--- src/rtl/gpio_port_pkg.sv ---
package gpio_port_pkg;
    typedef enum logic [3:0] {
        A_OWN_SET = 4'd0,
        A_OWN_CLR = 4'd1,
        A_OE_SET  = 4'd2,
        A_OE_CLR  = 4'd3,
        A_OD_SET  = 4'd4,
        A_OD_CLR  = 4'd5,
        A_IE_SET  = 4'd6,
        A_IE_CLR  = 4'd7,
        A_SEL_A   = 4'd8,
        A_SEL_B   = 4'd9,
        A_PIN     = 4'd12,
        A_CHG     = 4'd13
    } reg_addr_e;

    typedef enum logic [1:0] {
        S_GATED = 2'd0,
        S_FILL  = 2'd1,
        S_LIVE  = 2'd2
    } sense_state_e;
endpackage

--- src/rtl/gpio_regs.sv ---
module gpio_regs
    import gpio_port_pkg::*;
#(
    parameter int          LINES = 32,
    parameter logic [LINES-1:0] HAS_A = '0,
    parameter logic [LINES-1:0] HAS_B = '0
) (
    input  logic             clk,
    input  logic             rst_n,
    input  logic             wr_en,
    input  logic [3:0]       addr,
    input  logic [LINES-1:0] wdata,
    output logic [LINES-1:0] own_q,
    output logic [LINES-1:0] oe_q,
    output logic [LINES-1:0] od_q,
    output logic [LINES-1:0] ie_q,
    output logic [LINES-1:0] sel_q
);
    localparam logic [LINES-1:0] HAS_ANY = HAS_A | HAS_B;
    localparam logic [LINES-1:0] SEL_RST = HAS_B & ~HAS_A;

    reg_addr_e waddr;
    assign waddr = reg_addr_e'(addr);

    always_ff @(posedge clk or negedge rst_n) begin
        if (!rst_n) begin
            own_q <= '1;
            oe_q  <= '0;
            od_q  <= '0;
            ie_q  <= '0;
            sel_q <= SEL_RST;
        end else if (wr_en) begin
            case (waddr)
                A_OWN_SET: own_q <= own_q | wdata;
                A_OWN_CLR: own_q <= own_q & ~(wdata & HAS_ANY);
                A_OE_SET:  oe_q  <= oe_q | wdata;
                A_OE_CLR:  oe_q  <= oe_q & ~wdata;
                A_OD_SET:  od_q  <= od_q | wdata;
                A_OD_CLR:  od_q  <= od_q & ~wdata;
                A_IE_SET:  ie_q  <= ie_q | wdata;
                A_IE_CLR:  ie_q  <= ie_q & ~wdata;
                A_SEL_A:   sel_q <= sel_q & ~(wdata & HAS_A);
                A_SEL_B:   sel_q <= sel_q | (wdata & HAS_B);
                default:   ;
            endcase
        end
    end

    // lines without a peripheral never lose controller ownership
    a_r3_fixed_lines: assert property (@(posedge clk) disable iff (!rst_n)
        ((~own_q) & ~HAS_ANY) == '0);

    // an output-enable set write lands by the next cycle
    a_r2_oe_set: assert property (@(posedge clk) disable iff (!rst_n)
        (wr_en && waddr == A_OE_SET) |=> ((oe_q & $past(wdata)) == $past(wdata)));

    // selection never points at an absent peripheral on a peripheral line
    a_r3_sel_valid: assert property (@(posedge clk) disable iff (!rst_n)
        ((sel_q & ~HAS_B & HAS_A) == '0));
endmodule

--- src/rtl/gpio_outmux.sv ---
module gpio_outmux #(
    parameter int          LINES = 32,
    parameter logic [LINES-1:0] HAS_A = '0,
    parameter logic [LINES-1:0] HAS_B = '0
) (
    input  logic [LINES-1:0] own_q,
    input  logic [LINES-1:0] sel_q,
    input  logic [LINES-1:0] oe_q,
    input  logic [LINES-1:0] od_q,
    input  logic [LINES-1:0] fa_out,
    input  logic [LINES-1:0] fa_oe,
    input  logic [LINES-1:0] fb_out,
    input  logic [LINES-1:0] fb_oe,
    output logic [LINES-1:0] pad_out,
    output logic [LINES-1:0] pad_oe
);
    for (genvar i = 0; i < LINES; i++) begin : g_line
        if (HAS_A[i] || HAS_B[i]) begin : g_muxed
            logic p_out, p_oe;
            always_comb begin
                if (sel_q[i]) begin
                    p_out = fb_out[i];
                    p_oe  = fb_oe[i];
                end else begin
                    p_out = fa_out[i];
                    p_oe  = fa_oe[i];
                end
            end
            assign pad_out[i] = own_q[i] ? od_q[i] : p_out;
            assign pad_oe[i]  = own_q[i] ? oe_q[i] : p_oe;
        end else begin : g_plain
            assign pad_out[i] = od_q[i];
            assign pad_oe[i]  = oe_q[i];
        end
    end
endmodule

--- src/rtl/gpio_insense.sv ---
module gpio_insense
    import gpio_port_pkg::*;
#(
    parameter int LINES = 32
) (
    input  logic             clk,
    input  logic             rst_n,
    input  logic             clk_en,
    input  logic [LINES-1:0] pad_in,
    input  logic [LINES-1:0] ie_q,
    input  logic             chg_rd,
    output logic [LINES-1:0] pin_lvl,
    output logic [LINES-1:0] chg_q
);
    sense_state_e state_q, state_d;
    logic [LINES-1:0] sync1, sync2;
    logic detect_on;

    always_ff @(posedge clk or negedge rst_n) begin
        if (!rst_n) state_q <= S_GATED;
        else        state_q <= state_d;
    end

    always_comb begin
        unique case (state_q)
            S_GATED: state_d = clk_en ? S_FILL : S_GATED;
            S_FILL:  state_d = clk_en ? S_LIVE : S_GATED;
            S_LIVE:  state_d = clk_en ? S_LIVE : S_GATED;
            default: state_d = S_GATED;
        endcase
    end

    always_comb begin
        detect_on = (state_q == S_LIVE) && clk_en;
    end

    always_ff @(posedge clk or negedge rst_n) begin
        if (!rst_n) begin
            sync1 <= '0;
            sync2 <= '0;
        end else if (clk_en) begin
            sync1 <= pad_in;
            sync2 <= sync1;
        end
    end

    always_ff @(posedge clk or negedge rst_n) begin
        if (!rst_n) chg_q <= '0;
        else        chg_q <= (chg_rd ? '0 : chg_q)
                             | (detect_on ? ((sync1 ^ sync2) & ie_q) : '0);
    end

    assign pin_lvl = sync2;

    // pin level frozen while the port clock is gated
    a_r6_frozen: assert property (@(posedge clk) disable iff (!rst_n)
        !clk_en |=> $stable(pin_lvl));

    // no new change events outside LIVE
    a_r7_quiet: assert property (@(posedge clk) disable iff (!rst_n)
        (state_q != S_LIVE) |=> ((chg_q & ~$past(chg_q)) == '0));

    // FILL lasts a single cycle
    a_r10_fill_once: assert property (@(posedge clk) disable iff (!rst_n)
        (state_q == S_FILL) |=> (state_q != S_FILL));
endmodule

--- src/rtl/gpio_mux_port.sv ---
module gpio_mux_port
    import gpio_port_pkg::*;
#(
    parameter int          LINES = 32,
    parameter logic [LINES-1:0] HAS_A = 32'h00FF_FF00,
    parameter logic [LINES-1:0] HAS_B = 32'h0F0F_0F00
) (
    input  logic             clk,
    input  logic             rst_n,
    input  logic             port_clk_en,
    input  logic             bus_wr,
    input  logic             bus_rd,
    input  logic [3:0]       bus_addr,
    input  logic [LINES-1:0] bus_wdata,
    output logic [LINES-1:0] bus_rdata,
    input  logic [LINES-1:0] pad_in,
    output logic [LINES-1:0] pad_out,
    output logic [LINES-1:0] pad_oe,
    input  logic [LINES-1:0] fa_out,
    input  logic [LINES-1:0] fa_oe,
    input  logic [LINES-1:0] fb_out,
    input  logic [LINES-1:0] fb_oe,
    output logic             irq
);
    logic [LINES-1:0] own_q, oe_q, od_q, ie_q, sel_q, pin_lvl, chg_q;
    logic chg_rd;
    reg_addr_e raddr;

    assign raddr  = reg_addr_e'(bus_addr);
    assign chg_rd = bus_rd && (raddr == A_CHG);

    gpio_regs #(.LINES(LINES), .HAS_A(HAS_A), .HAS_B(HAS_B)) u_regs (
        .clk(clk), .rst_n(rst_n), .wr_en(bus_wr), .addr(bus_addr),
        .wdata(bus_wdata), .own_q(own_q), .oe_q(oe_q), .od_q(od_q),
        .ie_q(ie_q), .sel_q(sel_q)
    );

    gpio_outmux #(.LINES(LINES), .HAS_A(HAS_A), .HAS_B(HAS_B)) u_mux (
        .own_q(own_q), .sel_q(sel_q), .oe_q(oe_q), .od_q(od_q),
        .fa_out(fa_out), .fa_oe(fa_oe), .fb_out(fb_out), .fb_oe(fb_oe),
        .pad_out(pad_out), .pad_oe(pad_oe)
    );

    gpio_insense #(.LINES(LINES)) u_sense (
        .clk(clk), .rst_n(rst_n), .clk_en(port_clk_en), .pad_in(pad_in),
        .ie_q(ie_q), .chg_rd(chg_rd), .pin_lvl(pin_lvl), .chg_q(chg_q)
    );

    always_comb begin
        bus_rdata = '0;
        if (bus_rd) begin
            case (raddr)
                A_OWN_SET: bus_rdata = own_q;
                A_OE_SET:  bus_rdata = oe_q;
                A_OD_SET:  bus_rdata = od_q;
                A_IE_SET:  bus_rdata = ie_q;
                A_SEL_A:   bus_rdata = sel_q;
                A_PIN:     bus_rdata = pin_lvl;
                A_CHG:     bus_rdata = chg_q;
                default:   bus_rdata = '0;
            endcase
        end
    end

    assign irq = port_clk_en && |(chg_q & ie_q);

    // a status read leaves no stale bit that was not newly detected
    a_r8_read_clears: assert property (@(posedge clk) disable iff (!rst_n)
        chg_rd |=> ((chg_q & $past(chg_q) & ~($past(pin_lvl) ^ pin_lvl)) == '0));
endmodule

--- config.mk ---
export PLATFORM = sky130hd
export DESIGN_NAME = gpio_mux_port
export DESIGN_NICKNAME = d
export VERILOG_FILES = /design/src/rtl/gpio_port_pkg.sv /design/src/rtl/gpio_regs.sv /design/src/rtl/gpio_outmux.sv /design/src/rtl/gpio_insense.sv /design/src/rtl/gpio_mux_port.sv
export SDC_FILE = /design/constraint.sdc
export NUM_CORES = 1
export LEC_CHECK = 0
export BUFFER_PORTS_ARGS = -buffer_cell sky130_fd_sc_hd__buf_2
export CORE_ASPECT_RATIO = 1.5
export CORE_MARGIN = 5
export CORE_UTILIZATION = 30
export DETAILED_ROUTE_END_ITERATION = 7
export GPL_ROUTABILITY_DRIVEN = 0
export MAX_ROUTING_LAYER = met4
export PLACE_DENSITY = 0.6
export SETUP_SLACK_MARGIN = 0.5
export SLEW_MARGIN = 10
export SYNTH_ARGS = -nofsm -noshare
export SYNTH_HDL_FRONTEND = slang
export SYNTH_HIERARCHICAL = 1
export SYNTH_SLANG_ARGS = --single-unit
--- constraint.sdc ---
create_clock -name clk -period 1.6 [get_ports clk]
set_input_delay 0.08 -clock clk [delete_from_list [all_inputs] [get_ports clk]]
set_output_delay 0.08 -clock clk [all_outputs]
set_load 0.005 [all_outputs]
==> reports/results.tsv, run 1 <==
metric	value	unit
status	finished, violations left	
failing checks	negative hold slack, negative setup slack	
crit start category	register	
drt pass-1 iters	6	
Final Setup Violations	41	
nets	1651	
P&R area growth vs syn	34.5	%
setup TNS	-5120	ps
DP HPWL	32000	um
post-synth top area cell	dfrtp_1	
total grt overflow	0	
hold slack final	-11.7	ps
Finished Layout Cells	2027	
final worst slack	-432	ps
Tot Pwr	20.7	mW
Inst Count DP	1885	
leading cell types by count after synthesis	dfrtp_1 (210), a31oi_1 (116), a21oi_1 (84)	
Clock H-tree levels	1	
Achievable Freq	0.492	GHz
DR WL/cell	22.3	um
part of the power in the clock network	30.4	%
share of cells above drive strength 1	38.6	%
WS Path Type	register to output pin	
Post-synth EDFFs	0	
ys async rst share	100	%
Die X	176	um
sw frac	31.2	%
Worst-Skew Late Latency	550	ps
I/O Buffers	249	
hold crit path type	primary input to async pin	
Clock Sinks	246	
unrepaired setup endpoints after global routing	true	
global-route wire length before repair	67600	um
WL final	45200	um
Final Hold Fails	6	
PwrDens	1240	mW/mm2
number of global-route vias before repair	11000	
gr usage total	19.7	%
Sequential Power Share	46.3	%
Placement Cell Area	0.0146	mm2
worst-case clock buffer depth	3	
initial drt markers	1004	
total number of vias	10800	
Worst EP arrival	1950	ps
leakage power	7.35	nW
Clock Pin Slew Worst Setup and Hold Paths	60	ps
fin util	40.7	%
cell with the most instances after synthesis	dfrtp_1	
fin. max-slew vios	0	
synthesized area	0.0124	mm2
CTS buffer count	26	
NetSw	6.45	mW
sequential area share after synthesis	49.9	%
top cells by area, synth	dfrtp_1 (42%), dfstp_2 (7.6%), a31oi_1 (5.8%)	
die area	0.0457	mm2
CTS tree	built	
Tcrit/Tclk final	127	%
core footprint	0.0411	mm2
post-synth cell types	42	
Gate power share	23.3	%
Residual DRC	0	
Chip Height	259	um
cell area after layout	0.0167	mm2
Yosys reg bits	246	
synthesized instance count	1125	
Internal	14.2	mW
largest net degree at the start of global routing	62	
clock tree root buffer cell	clkbuf_16	
Max-slew headroom	65.9	%
Max-Cap Viols	0	
CP Capture Type	output pin	
Via density	5.34	
average size of a mapped cell	11.0	um2
CP max FO	2	
io pins	298	
Synth top area share	42.3	%
initial antenna violation count	2	
actual slew at the worst max-slew pin	511	ps
row count	91	
worst IR drop on VDD	754	uV
synthesis warning total	6	
Routed Antenna Nets	0	
Post-synth top flop	dfrtp_1	
Initial Utilization	30.2	%
WP data required	1520	ps
Tmin final	2030	ps
Final Skew	17.2	ps
==> cell families (layout without fill, tap and decap cells) <==
kind of cell,count (synthesis),count (layout),share of synthesized area [%]
AO/OA/AOI/OAI,410,410,22.4
adder cells (fa/ha/maj),3,3,0.302
other,1,14,0.0302
buffers and inverters,173,503,7.83
XOR/XNOR,32,32,2.26
flip-flops,246,246,49.9
multiplexers,144,144,12.3
AND/OR/NAND/NOR,116,117,4.89
==> worst max-delay path, stage by stage, from the launching register on <==
cell and delay (ps):
dfrtp_1 390, a22oi_1 180, buf_4 150, nand4_1 140, o41a_1 420, buf_6 140
==> stage by stage <==
stage	setup slack [ps]	hold WS (ps)
2_1_floorplan	347	-216
3_3_place_gp	-72.2	-24.4
3_5_place_dp	-101	-23.0
4_1_cts	-464	-21.8
5_1_grt	-486	7.14
6_report	-432	-11.7
==> cells in the final DEF (no fill, tap or decap), drive strengths merged, types with 6 or more instances in the layout <==
cell type    count
buf            353
dfrtp          210
a31oi          116
a21oi           84
nand2           81
a22oi           80
mux2i           72
mux2            72
dlygate4sd3     65
o21ai           40
clkbuf          40
dfstp           36
inv             36
a222oi          32
xor2            32
a32o            32
a21o            16
conb            12
nor2             8
o21a             8
and2             6
==> metal layers <==
layer  GRT usage, %  vias to the layer above  part of all wire [%]
met1           23.1                     5396                    39
met5              -                        -                     0
li1               -                     4883                     -
met4           6.83                        0                   3.2
met3           3.28                       93                   6.2
met2           34.1                      444                    52
==> worst paths after layout <==
kind / startpoint / endpoint / slack, ps / cells after the start
worst max-delay path: register / irq / -430 / 5
worst min-delay path: rst_n / async pin / -10 / 2
worst max register to register: u_sense/state_q[1] / u_sense/chg_q[21] / 330 / 4
worst min register to register: u_regs/own_q[0] / u_regs/own_q[0] / 510 / 1
max in group asynchronous: rst_n / async pin / 890 / 3
min in group clk: bus_addr[0] / register / 70 / 3
==> what timing repair did <==
item,4_1_cts,5_1_grt
pin swaps,43,26
hold endpoints to repair,403,0
setup buffers,10,14
cloned,2,0
hold buffers,66,0
gates resized for setup,51,44
setup endpoints to repair,129,137
==> power by group through the flow <==
stage          sequential [mW]  clock [mW]  combinational (mW)
6_report                  9.56        6.29                4.82
5_1_grt                   9.72        6.69                5.30
4_1_cts                   9.54        6.45                4.58
3_5_place_dp              9.59           0                4.18
3_3_place_gp              9.56           0                4.05
2_1_floorplan             8.84           0                2.69
==> cell type report <==
type | instances | area, um2
fill | 3960 | 24400
sequential | 246 | 6240
multi-input combinational | 718 | 5480
timing repair buffer | 419 | 3270
clock buffer | 40 | 753
tap | 558 | 698
inverter | 36 | 140
clock inverter | 8 | 129
antenna | 2 | 5.00
Power figures use the tool's default switching activity.
==> run 2, diff against run 1 <==
--- a/config.mk
+++ b/config.mk
@@ -5,6 +5,7 @@
 export SDC_FILE = /design/constraint.sdc
 export NUM_CORES = 1
 export LEC_CHECK = 0
+export ABC_AREA = 1
 export BUFFER_PORTS_ARGS = -buffer_cell sky130_fd_sc_hd__buf_2
 export CORE_ASPECT_RATIO = 1.5
 export CORE_MARGIN = 5
@@ -12,7 +13,8 @@
 export DETAILED_ROUTE_END_ITERATION = 7
 export GPL_ROUTABILITY_DRIVEN = 0
 export MAX_ROUTING_LAYER = met4
-export PLACE_DENSITY = 0.6
+export PLACE_DENSITY = 0.59
+export RECOVER_POWER = 25
 export SETUP_SLACK_MARGIN = 0.5
 export SLEW_MARGIN = 10
 export SYNTH_ARGS = -nofsm -noshare
==> reports/results.tsv, run 2 <==
metric	value	unit
die area	0.0548	mm2
largest net degree at the start of global routing	66	
Post-synth top flop	dfrtp_1	
ys async rst share	100	%
hold crit path type	primary input to register	
Achievable Freq	0.559	GHz
reg-to-reg startpoint	u_sense/state_q[1]	
Final Skew	19.4	ps
Critical-path top delay cell	dfrtp_1	
mux cell area share after synthesis	0	%
initial drt markers	1115	
Multi-input gate area	0.00765	mm2
worst hold stages	5	
Worst-Skew Late Latency	560	ps
worst slack, placed	33.1	ps
number of global-route vias before repair	15500	
WL final	52400	um
sequential area share after synthesis	41.2	%
row count	100	
worst reg2reg endpoint	u_sense/chg_q[21]	
Via density	4.69	
setup TNS	-2000	ps
Cell Chain, Critical Path	nand2_1 > nand2_1 > nor2_1 > nand2_1 > nor2_4 > a21oi_2 > buf_2	
drt pass-1 iters	6	
core footprint	0.0497	mm2
I/O Buffers	249	
Inst Count DP	3160	
synthesized instance count	2329	
Synth top area share	34.9	%
actual slew at the worst max-slew pin	1360	ps
total number of vias	15800	
Clock H-tree levels	1	
most frequent cells in the layout	nand2_1 (892), nand3_1 (326), buf_2 (239), inv_1 (230), dfrtp_1 (195)	
initial antenna violation count	7	
Initial Utilization	30.3	%
Clock Pin Slew Worst Setup and Hold Paths	70	ps
P&R area growth vs syn	36.0	%
simple-gate share of the synthesized area	40.3	%
share of cells above drive strength 1	28.2	%
Max-slew headroom	9.18	%
leading cell type in the layout, fill and taps excluded	nand2_1	
r2r setup slk	350	ps
crit start category	register	
failing checks	negative setup slack	
Post-synth EDFFs	0	
top cells by area, synth	dfrtp_1 (35%), nand2_1 (23%), nand3_1 (12%)	
Tmin final	1790	ps
synthesized area	0.0150	mm2
Hold Crit Start	bus_wr	
Compound-Gate Fraction of Synth Area	4.29	%
io pins	298	
total grt overflow	0	
unrepaired setup endpoints after global routing	true	
Worst EP arrival	1710	ps
Yosys reg bits	246	
Routed Antenna Nets	0	
FF-to-FF path depth	7	
worst-case clock buffer depth	3	
Hold EP	u_regs/sel_q[15]	
global-route wire length before repair	81900	um
DP HPWL	36300	um
post-synth top area cell	dfrtp_1	
fin util	41.2	%
XOR/XNOR share of the synthesized area	0	%
WS Path Type	register to output pin	
cell mode on critical path	nand2_1	
nets	2886	
PwrDens	1030	mW/mm2
Die X	193	um
final worst slack	-188	ps
Residual DRC	0	
Adder-Cell Fraction of Synth Area	0.249	%
gr usage total	18.9	%
Crit path largest cell delay	430	ps
Clock Sinks	246	
worst IR drop on VDD	735	uV
largest family of logic cells by synthesized area	simple AND/OR/NAND/NOR gates	
average size of a mapped cell	6.46	um2
CTS tree	built	
DR WL/cell	15.5	um
Final Setup Violations	38	
cell with the most instances after synthesis	nand2_1	
Final Hold Fails	0	
fin. max-slew vios	0	
Tcrit/Tclk final	112	%
post-synth cell types	23	
WP data required	1520	ps
leading cell types by count after synthesis	nand2_1 (926), nand3_1 (373), inv_1 (262)	
Finished Layout Cells	3372	
clock tree root buffer cell	clkbuf_16	
Max-Cap Viols	0	
CTS buffer count	26	
fillers	5191	
leakage power	11.0	nW
register area	0.00622	mm2
CP max FO	4	
Chip Height	284	um
synthesis warning total	6	
CP Capture Type	output pin	
status	finished, violations left	
==> run 2: changes by cell type in the layout (fill, tap and decap cells not counted), sizes merged, moves of 39 or more <==
cell | before | now
inv | 36 | 311
mux2 | 72 | 0
mux2i | 72 | 0
buf | 353 | 392
nand3 | 0 | 373
nor2 | 8 | 169
a21oi | 84 | 34
a31oi | 116 | 0
nand2 | 81 | 930
o21ai | 40 | 95
a22oi | 80 | 0
==> run 2: what timing repair did <==
item / CTS / global route
endpoints found under the setup margin: 129 / 130
hold buffers: 68 / 0
buffers inserted: 61 / 24
resized for setup: 218 / 127
endpoints found under the hold margin: 395 / 0
pin swaps: 188 / 108
gates cloned: 3 / 1
==> run 2: worst max-delay path by stage <==
stage / from / endpoint / slack (ps)
detailed placement: bus_addr[3] / bus_rdata[23] / 30
CTS: u_sense/chg_q[16] / irq / -210
finish: register / irq / -190
floorplan: u_sense/state_q[0] / u_sense/chg_q[10] / 540
global placement: bus_addr[3] / bus_rdata[13] / 20
global route: register / irq / -270
==> run 2: final cells by class <==
type,instances,share of cell area [%]
well taps,663,4.05
inverters,323,6.18
diodes,7,0.0856
clock inverters,10,0.422
clock buffers,38,3.55
repair buffers,468,18.0
multi-input cells,1617,37.4
flip-flops and latches,246,30.4
==> run 2: metrics by stage <==
step / hold WS, ps / instance area, um2 / total power, mW
final: 48.6 / 20500 / 21.0
after global placement: 17.0 / 17100 / 13.3
after detailed placement: 20.3 / 17100 / 13.5
after floorplan: -216 / 15100 / 11.5
after global routing: 64.4 / 20500 / 22.3
after CTS: 12.3 / 19900 / 20.7
==> run 2: critical path, delay by kind of cell, from the launching register on <==
kind / cells / cell delay, ps
compound gates: 1 / 80
buf+inv: 1 / 130
simple gates: 5 / 520
flops: 1 / 430
==> run 2: kinds of logic (layout without fill, tap and decap cells) <==
group	after synthesis	after routing
buf+inv	477	839
fa+ha+maj	3	3
compound gates	129	129
other cells	1	19
simple gates	1473	1473
flops	246	246
==> run 2: per-layer routing <==
layer  part of all wire (%)  GRT usage (%)  vias up
met5                      0              -        -
met4                    4.4           8.46        0
met3                    6.1           2.63      116
met2                     49           31.5      518
met1                     40           22.5     7403
li1                       -              -     7789
==> run 2: where the power goes <==
part / switching [mW] / internal [mW] / total, mW
combinational: 3.50 / 2.79 / 6.29
clock: 2.65 / 3.31 / 5.96
sequential: 1.16 / 7.63 / 8.78
